## src/rtl/irq_agg_pkg.sv

```systemverilog
package irq_agg_pkg;
  localparam int ADDR_W = 6;
  localparam int DATA_W = 8;
  localparam int NIB_W  = 4;
  localparam int STOR_BIT = 2;

  typedef enum logic [ADDR_W-1:0] {
    A_MAIN_ST = 6'h00,
    A_EP_SUM  = 6'h01,
    A_ST_WIN0 = 6'h02,
    A_ST_WIN1 = 6'h03,
    A_MAIN_EN = 6'h04,
    A_SUM_EN  = 6'h05,
    A_EN_WIN0 = 6'h06,
    A_EN_WIN1 = 6'h07,
    A_INDEX   = 6'h08
  } reg_addr_e;

  // sticky status: set by events, cleared by write-one, event wins
  function automatic logic [DATA_W-1:0] sticky_next(
      input logic [DATA_W-1:0] cur, input logic [DATA_W-1:0] set,
      input logic [DATA_W-1:0] clr);
    return (cur & ~clr) | set;
  endfunction

  function automatic logic nib_hits(input logic [NIB_W-1:0] nib, input int unsigned ep);
    return nib == ep[NIB_W-1:0];
  endfunction
endpackage

```

## src/rtl/irq_ep_bank.sv

```systemverilog
module irq_ep_bank
  import irq_agg_pkg::*;
(
  input  logic              clk,
  input  logic              rst_n,
  input  logic [DATA_W-1:0] evt,
  input  logic [DATA_W-1:0] clr,
  input  logic              en_we,
  input  logic [DATA_W-1:0] en_wdata,
  output logic [DATA_W-1:0] stat,
  output logic [DATA_W-1:0] en,
  output logic              summary
);
  always_ff @(posedge clk or negedge rst_n) begin
    if (!rst_n) begin
      stat <= '0;
      en   <= '0;
    end else begin
      stat <= sticky_next(stat, evt, clr);
      if (en_we) en <= en_wdata;
    end
  end

  assign summary = |(stat & en);
endmodule

```

## src/rtl/irq_main_regs.sv

```systemverilog
module irq_main_regs
  import irq_agg_pkg::*;
#(
  parameter int          NUM_EP  = 4,
  parameter logic [7:0]  IDX_RST = 8'h01
) (
  input  logic              clk,
  input  logic              rst_n,
  input  logic [DATA_W-2:0] evt,
  input  logic [DATA_W-2:0] clr,
  input  logic              en_we,
  input  logic              sen_we,
  input  logic              idx_we,
  input  logic [DATA_W-1:0] wdata,
  output logic [DATA_W-2:0] stat_hi,
  output logic [DATA_W-1:0] main_en,
  output logic [NUM_EP-1:0] sum_en,
  output logic [DATA_W-1:0] idx
);
  logic [DATA_W-1:0] nxt;
  assign nxt = sticky_next({stat_hi, 1'b0}, {evt, 1'b0}, {clr, 1'b0});

  always_ff @(posedge clk or negedge rst_n) begin
    if (!rst_n) begin
      stat_hi <= '0;
      main_en <= '0;
      sum_en  <= '0;
      idx     <= IDX_RST;
    end else begin
      stat_hi <= nxt[DATA_W-1:1];
      if (en_we)  main_en <= wdata;
      if (sen_we) sum_en  <= wdata[NUM_EP-1:0];
      if (idx_we) idx     <= wdata;
    end
  end
endmodule

```

## src/rtl/irq_window_agg.sv

```systemverilog
module irq_window_agg
  import irq_agg_pkg::*;
#(
  parameter int         NUM_EP  = 4,
  parameter logic [7:0] IDX_RST = 8'h01
) (
  input  logic                     clk,
  input  logic                     rst_n,
  input  logic                     wr_en,
  input  logic [ADDR_W-1:0]        addr,
  input  logic [DATA_W-1:0]        wr_data,
  output logic [DATA_W-1:0]        rd_data,
  input  logic [DATA_W-2:0]        main_evt_i,
  input  logic [NUM_EP*DATA_W-1:0] ep_evt_i,
  output logic                     irq_usb_n,
  output logic                     irq_stor_n
);
  localparam logic [DATA_W-1:0] STOR_MASK = DATA_W'(1) << STOR_BIT;

  logic [DATA_W-1:0] idx, main_en, main_view;
  logic [DATA_W-2:0] main_hi;
  logic [NUM_EP-1:0] sum_en, ep_sum, hit0, hit1;
  logic [DATA_W-1:0] ep_stat [NUM_EP];
  logic [DATA_W-1:0] ep_en   [NUM_EP];
  logic [DATA_W-1:0] win_st0, win_st1, win_en0, win_en1;
  logic main_sum, usb_req, stor_req;

  // write strobes per address
  logic w_main, w_stw0, w_stw1, w_men, w_sen, w_enw0, w_enw1, w_idx;
  assign w_main = wr_en && addr == A_MAIN_ST;
  assign w_stw0 = wr_en && addr == A_ST_WIN0;
  assign w_stw1 = wr_en && addr == A_ST_WIN1;
  assign w_men  = wr_en && addr == A_MAIN_EN;
  assign w_sen  = wr_en && addr == A_SUM_EN;
  assign w_enw0 = wr_en && addr == A_EN_WIN0;
  assign w_enw1 = wr_en && addr == A_EN_WIN1;
  assign w_idx  = wr_en && addr == A_INDEX;

  irq_main_regs #(.NUM_EP(NUM_EP), .IDX_RST(IDX_RST)) u_main (
    .clk(clk), .rst_n(rst_n), .evt(main_evt_i),
    .clr(w_main ? wr_data[DATA_W-1:1] : '0),
    .en_we(w_men), .sen_we(w_sen), .idx_we(w_idx), .wdata(wr_data),
    .stat_hi(main_hi), .main_en(main_en), .sum_en(sum_en), .idx(idx)
  );

  for (genvar r = 0; r < NUM_EP; r++) begin : g_ep
    logic [DATA_W-1:0] clr_r;
    assign hit0[r] = nib_hits(idx[DATA_W-1:NIB_W], r);
    assign hit1[r] = nib_hits(idx[NIB_W-1:0], r);
    assign clr_r = ((w_stw0 && hit0[r]) ? wr_data : '0) |
                   ((w_stw1 && hit1[r]) ? wr_data : '0);
    irq_ep_bank u_bank (
      .clk(clk), .rst_n(rst_n), .evt(ep_evt_i[r*DATA_W +: DATA_W]),
      .clr(clr_r), .en_we((w_enw0 && hit0[r]) || (w_enw1 && hit1[r])),
      .en_wdata(wr_data), .stat(ep_stat[r]), .en(ep_en[r]), .summary(ep_sum[r])
    );
  end

  // window views: no hit (nibble out of range) reads zero
  always_comb begin
    win_st0 = '0; win_st1 = '0; win_en0 = '0; win_en1 = '0;
    for (int r = 0; r < NUM_EP; r++) begin
      if (hit0[r]) begin win_st0 = ep_stat[r]; win_en0 = ep_en[r]; end
      if (hit1[r]) begin win_st1 = ep_stat[r]; win_en1 = ep_en[r]; end
    end
  end

  assign main_sum  = |(ep_sum & sum_en);
  assign main_view = {main_hi, main_sum};
  assign usb_req   = |(main_view & main_en & ~STOR_MASK);
  assign stor_req  = |(main_view & main_en & STOR_MASK);
  assign irq_usb_n  = ~usb_req;
  assign irq_stor_n = ~stor_req;

  always_comb begin
    case (addr)
      A_MAIN_ST: rd_data = main_view;
      A_EP_SUM:  rd_data = DATA_W'(ep_sum);
      A_ST_WIN0: rd_data = win_st0;
      A_ST_WIN1: rd_data = win_st1;
      A_MAIN_EN: rd_data = main_en;
      A_SUM_EN:  rd_data = DATA_W'(sum_en);
      A_EN_WIN0: rd_data = win_en0;
      A_EN_WIN1: rd_data = win_en1;
      A_INDEX:   rd_data = idx;
      default:   rd_data = '0;
    endcase
  end
endmodule

```

## config.mk

```make
export PLATFORM = sky130hd
export DESIGN_NAME = irq_window_agg
export DESIGN_NICKNAME = d
export VERILOG_FILES = /design/src/rtl/irq_agg_pkg.sv /design/src/rtl/irq_ep_bank.sv /design/src/rtl/irq_main_regs.sv /design/src/rtl/irq_window_agg.sv
export SDC_FILE = /design/constraint.sdc
export NUM_CORES = 1
export LEC_CHECK = 0
export CAP_MARGIN = 20
export CORE_MARGIN = 2
export CORE_UTILIZATION = 50
export DETAILED_ROUTE_END_ITERATION = 8
export PLACE_DENSITY = 0.74
export RECOVER_POWER = 100
export SYNTH_ARGS = -nofsm -noshare
export SYNTH_HDL_FRONTEND = slang
export SYNTH_SLANG_ARGS = --single-unit
export TNS_END_PERCENT = 30
```

## constraint.sdc

```tcl
create_clock -name clk -period 2.4 [get_ports clk]
set_clock_uncertainty 0.2 [all_clocks]
set_input_delay 0.48 -clock clk [delete_from_list [all_inputs] [get_ports clk]]
set_output_delay 0.48 -clock clk [all_outputs]
set_load 0.01 [all_outputs]
```

# After elaboration in Yosys (flattened, before gate mapping)
# Cells that the tools add are included.
# totals
wordCells,116
out_inout_bits,10
regBits,91
input_bits,56
# op_classes
reduce_logical,37
eq_ne,14
mux,26
bitwise_logic,27
# op_table
op,count
$mux 8,24
$and 8x8->8,10
$or 8x8->8,9
$pmux 8 s9,1
$not 8->8,5
$reduce_or 8->1,4
$eq 6x3->1 const B,4
$logic_and 1x1->1,24
$eq 4x2->1 const B,4
$eq 6x2->1 const B,2
$eq 4x1->1 const B,2
$logic_not 4->1,2
$mux 7,1
$reduce_or 7->1,1
$eq 6x1->1 const B,1
$eq 6x4->1 const B,1
$logic_not 6->1,1
$and 4x4->4,1
$logic_or 1x1->1,4
$reduce_or 4->1,1
$not 1->1,2

# Depth between registers and ports, before layout
# depth
depth_word,8
depth_mapped,7
ltp_nobuf,5

# Modules after synthesis
# Synthesis repeated with hierarchy kept, for this count alone.
# hier_totals
hier_cells,458
area_unflattened_um2,5451.5
# modules_own_cells
module,area_each_um2,cells_each,seq_area_each_um2,n_inst
irq_ep_bank,658.1,46,400.4,4
irq_window_agg,1755.4,211,0.0,1
irq_main_regs,1063.5,63,676.9,1

# Worst setup path after synthesis
# No wires, ideal clock.
# synth_timing
path_kind,flip-flop to output port
start,reg u_main.idx[0]
end,out rd_data[6]
required_time_ns,1.720
path_buffers,2
arrival_ns,1.877
slack_ns,-0.157
path_stages_with_launch,8
cell_sequence,dfstp_2 -> buf_2 -> buf_2 -> mux2_2 -> o22ai_1 -> o22ai_1 -> a211oi_1 -> nand3_1
# synth_between
elab_chain_cells,6
elab_cells_between_ends,13
cone_classes,eq/ne: 3; mux: 9; reduce/logical: 1
# synth_rtl
element,line_no,text
"start, declared",irq_main_regs.sv:18,output logic [DATA_W-1:0] idx
"start signal, assigned",irq_main_regs.sv:33,if (idx_we) idx <= wdata;
$logic_not 4->1,irq_agg_pkg.sv:27,return nib == ep[NIB_W-1:0];
$mux 8 (4 in a row),irq_window_agg.sv:64,if (hit1[r]) begin win_st1 = ep_stat[r]; win_en1 = ep_en[r]; end
$pmux 8 s9 *,irq_window_agg.sv:76,case (addr)
"end, declared",irq_window_agg.sv:12,"output logic [DATA_W-1:0] rd_data,"
# Mark *: on every way between the ends. The rest lies on a longest branch, timed or not.

# Final worst setup path
# layout_timing
start,reg u_main.idx[0]
end,out rd_data[2]
# The elaborated chain is that of the path after synthesis.

==> impl_results.md <==
- Sequential fraction of the synthesis area: 0.443
- Critical R2R Launch: u_main.idx[5]
- Synth Area in Adders: 0
- CORE AREA: 10,100 µm²
- Routability cong.: 0.957
- Nets: 690
- Hold path cells: 1
- Critical path startpoint: u_main.idx[0]
- Clock sink count: 91
- Area Overhead vs Synth: 39.8%
- Reg2Reg Setup Slack: -0.05 ns
- Worst reg2reg path depth: 7
- Vias/cell: 5.96
- Vias in the first global route: 4,839
- Largest net degree at the start of global routing: 50
- Area contributors post-synth: dfrtp_1 (44%), mux2_2 (19%), a21o_1 (5.7%)
- Final setup margin: -0.723 ns
- GRT Total Usage: 0.327
- LEAKAGE: 2.97 nW
- H-tree depth: 3
- Fin. max-slew vios: 0
- Peak VDD IR: 0.511 mV
- Diodes inserted: 0
- Crit path launch type: flop
- Slew at the pin closest to its max-slew limit: 0.812 ns
- Failing checks: negative setup slack
- Cell Pwr Density: 505 nW/µm²
- CTS Buf Count: 9
- Total grt overflow: 0
- Clk Latency, worst-skew pair: 0.38 ns
- Post-synthesis cell type count: 53
- Post-route ant nets: 0
- Max Fclk: 320 MHz
- Initial antenna violation count: 0
- Register bit total from synthesis: 91
- Layout cells sized above 1: 0.446
- Die area: 11,100 µm²
- HPWL Detailed: 12.8 mm
- TritonCTS clock tree: done
- Final setup fails: 41
- Outcome: finished with violations
- Detailed router's first-iteration violation count: 400
- Final min period: 3.12 ns
- First-pass GRT wire length: 27.3 mm
- RSZ-0062 raised after global routing: true
- Root buf cell: clkbuf_8
- Number of enable flip-flop cells after synthesis: 0
- Slowest-stage cell, CP: dfstp_4
- Area after DPL: 6760 µm²
- Die Y: 105 µm
- Drt first pass iters: 4
- Worst hold path class: flop to flop
- Tot Pwr: 3.63 mW
- Ys Warns: 0
- Net Count, Synth: 516
- Clk pin slew, worst setup/hold paths: 0.09 ns
- CTS Buffer Depth: 2
- Total Wirelength: 17.4 mm
- Mapped Cells: 460
- Row cnt: 37
- Reg-to-reg endpoint: g_ep[1].u_bank.en[3]
- Compound-Gate Fraction of Synth Area: 0.182
- Io pins: 66
- Endpoints failing hold: 0
- Max-cap violation count: 0
- Top cell type by total area after synthesis: dfrtp_1
- Slowest cell delay on critical path: 0.70 ns
- CP required: 1.72 ns
- Final period utilization: 1.30
- Wire per inst: 22.5 µm
- Top cell type's share of synthesized area: 0.438
- Drt drc: 0
- Post-synthesis mux area share: 0.238
- Main combinational cell family by area after synthesis: multiplexers
- Critical Path Fanout Max: 7
- Post-synthesis cell area: 5150 µm²
- Via count: 4,620
- # port buffers: 65
- Worst Path Arrival: 2.44 ns
- Crit end category: output port
- Syn_area_per_cell: 11.2 µm²
- WHS Endpoint: u_main.stat_hi[3]
- Critical path, cell by cell: buf_12 -> mux2_4 -> o22ai_2 -> o211ai_1 -> or4b_4 -> buf_6
- Post-route cell area: 7190 µm²
- Critical path type: flop to output port
- Main synth FF type: dfrtp_1
- Starting Density: 0.508
- Worst slew margin: 0.458
- Async SR Flop Fraction: 1.00
- Simple-Gate Fraction of Synth Area: 0.107
- Post-Synth XOR/XNOR Area: 0
- Hold path startpoint: u_main.stat_hi[3]
- Chip width: 105 µm
[stage by stage]
step | hold slack (ns) | cells | setup WS [ns] | TNS, ns | util
6_report | 0.354 | 775 | -0.723 | -6.33 | 0.709
2_1_floorplan | -0.0156 | 460 | -0.0525 | -0.0999 | -
3_3_place_gp | 0.129 | 747 | -1.03 | -28.87 | 0.667
4_1_cts | 0.271 | 777 | -0.763 | -5.82 | 0.713
5_1_grt | 0.380 | 775 | -0.752 | -9.17 | 0.709
3_5_place_dp | 0.128 | 747 | -1.07 | -32.74 | 0.667
[flip-flops by register name, indices dropped and copies added, names as in the netlist]
signal            flops
g_ep.u_bank.en       32
g_ep.u_bank.stat     32
u_main.main_en        8
u_main.sum_en         4
u_main.stat_hi        7
u_main.idx            8
[timing repair]
action                                  in CTS  in global routing
endpoints found under the setup margin      38                 17
cloned                                       2                  0
resized for setup                           80                 17
pin swaps                                   25                 14
buffers inserted                            12                  1
hold endpoints to repair                    11                  0
hold buffers                                 1                  0
[layer usage]
metal,global-route usage,share of wire,up-vias
met2,0.519,0.47,157
met1,0.457,0.46,2341
met4,0.117,0.022,0
li1,-,-,2095
met5,0,0,-
met3,0.0501,0.050,27
[worst max-delay path by stage]
stage                     depth (start not counted)  slack [ns]          to
after floorplan                                   5       -0.05  rd_data[2]
after global placement                            8       -1.03  rd_data[5]
after detailed placement                          8       -1.07  rd_data[4]
after CTS                                         9       -0.76  rd_data[7]
after global routing                              5       -0.75  rd_data[2]
final                                             6       -0.72  rd_data[2]
[Yosys cell counts (2+ instances only)]
cell type / instances
a211oi_1: 6
a21o_1: 39
a21oi_1: 3
a22o_1: 3
a22oi_1: 23
a32oi_1: 2
and3_1: 2
and3b_1: 4
buf_1: 2
buf_2: 11
clkbuf_1: 16
dfrtp_1: 90
inv_1: 3
mux2_2: 89
mux4_2: 9
nand2_1: 61
nand3_1: 6
nand4_1: 3
nand4b_1: 2
nor2_1: 3
nor2_2: 3
nor2_4: 2
nor2b_1: 3
nor4_1: 2
o211ai_1: 8
o21ai_0: 10
o221ai_1: 6
o22ai_1: 22
o32a_1: 2
or3b_1: 2
[cells in the final DEF, fill, tap and decap left out, types with 3 or more instances in the layout]
cell / synthesis / routed
a211oi_1: 6 / 3
a211oi_2: 0 / 3
a21o_1: 39 / 39
a22o_1: 3 / 3
a22oi_1: 23 / 19
a22oi_2: 0 / 4
and3b_1: 4 / 3
buf_12: 0 / 3
buf_2: 11 / 5
buf_4: 1 / 113
buf_6: 1 / 8
clkbuf_1: 16 / 5
clkbuf_2: 0 / 4
clkbuf_8: 0 / 10
clkdlybuf4s50_1: 0 / 48
dfrtp_1: 90 / 90
dlygate4sd2_1: 0 / 4
dlygate4sd3_1: 0 / 3
inv_1: 3 / 3
mux2_2: 89 / 80
mux2_4: 0 / 9
mux4_2: 9 / 9
nand2_1: 61 / 60
nand3_1: 6 / 4
nand4_1: 3 / 3
nor2_1: 3 / 3
nor2_2: 3 / 3
nor2b_1: 3 / 3
o211ai_1: 8 / 8
o21ai_0: 10 / 9
o221ai_1: 6 / 6
o22ai_1: 22 / 12
o22ai_2: 0 / 9
[layout make-up]
| type | instances | area [µm²] |
|---|---|---|
| fill | 749 | 2950 |
| multi-input combinational | 335 | 2910 |
| sequential | 91 | 2280 |
| timing repair buffer | 194 | 1650 |
| tap | 136 | 170 |
| clock buffer | 14 | 153 |
| clock inverter | 2 | 12.5 |
| inverter | 3 | 11.3 |
[report_power, final]
group | switching (mW) | leakage, nW | internal [mW]
Clock | 0.549 | 0.0807 | 0.406
Sequential | 0.0756 | 1.04 | 1.62
Combinational | 0.455 | 1.84 | 0.528
[worst max-delay path: cells and delay by family (launching register included)]
kind	cells	cell delay [ns]
compound gates	2	0.27
buf+inv	2	0.28
flops	1	0.70
mux	1	0.30
simple gates	1	0.50
[kinds of logic (layout without fill, tap and decap cells)]
group | count (synthesis) | after routing
and+or+nand+nor | 106 | 106
buffers and inverters | 34 | 213
AOI/OAI and AO/OA | 129 | 129
muxes | 100 | 100
DFF | 91 | 91
(Power assumes the default switching activity.)
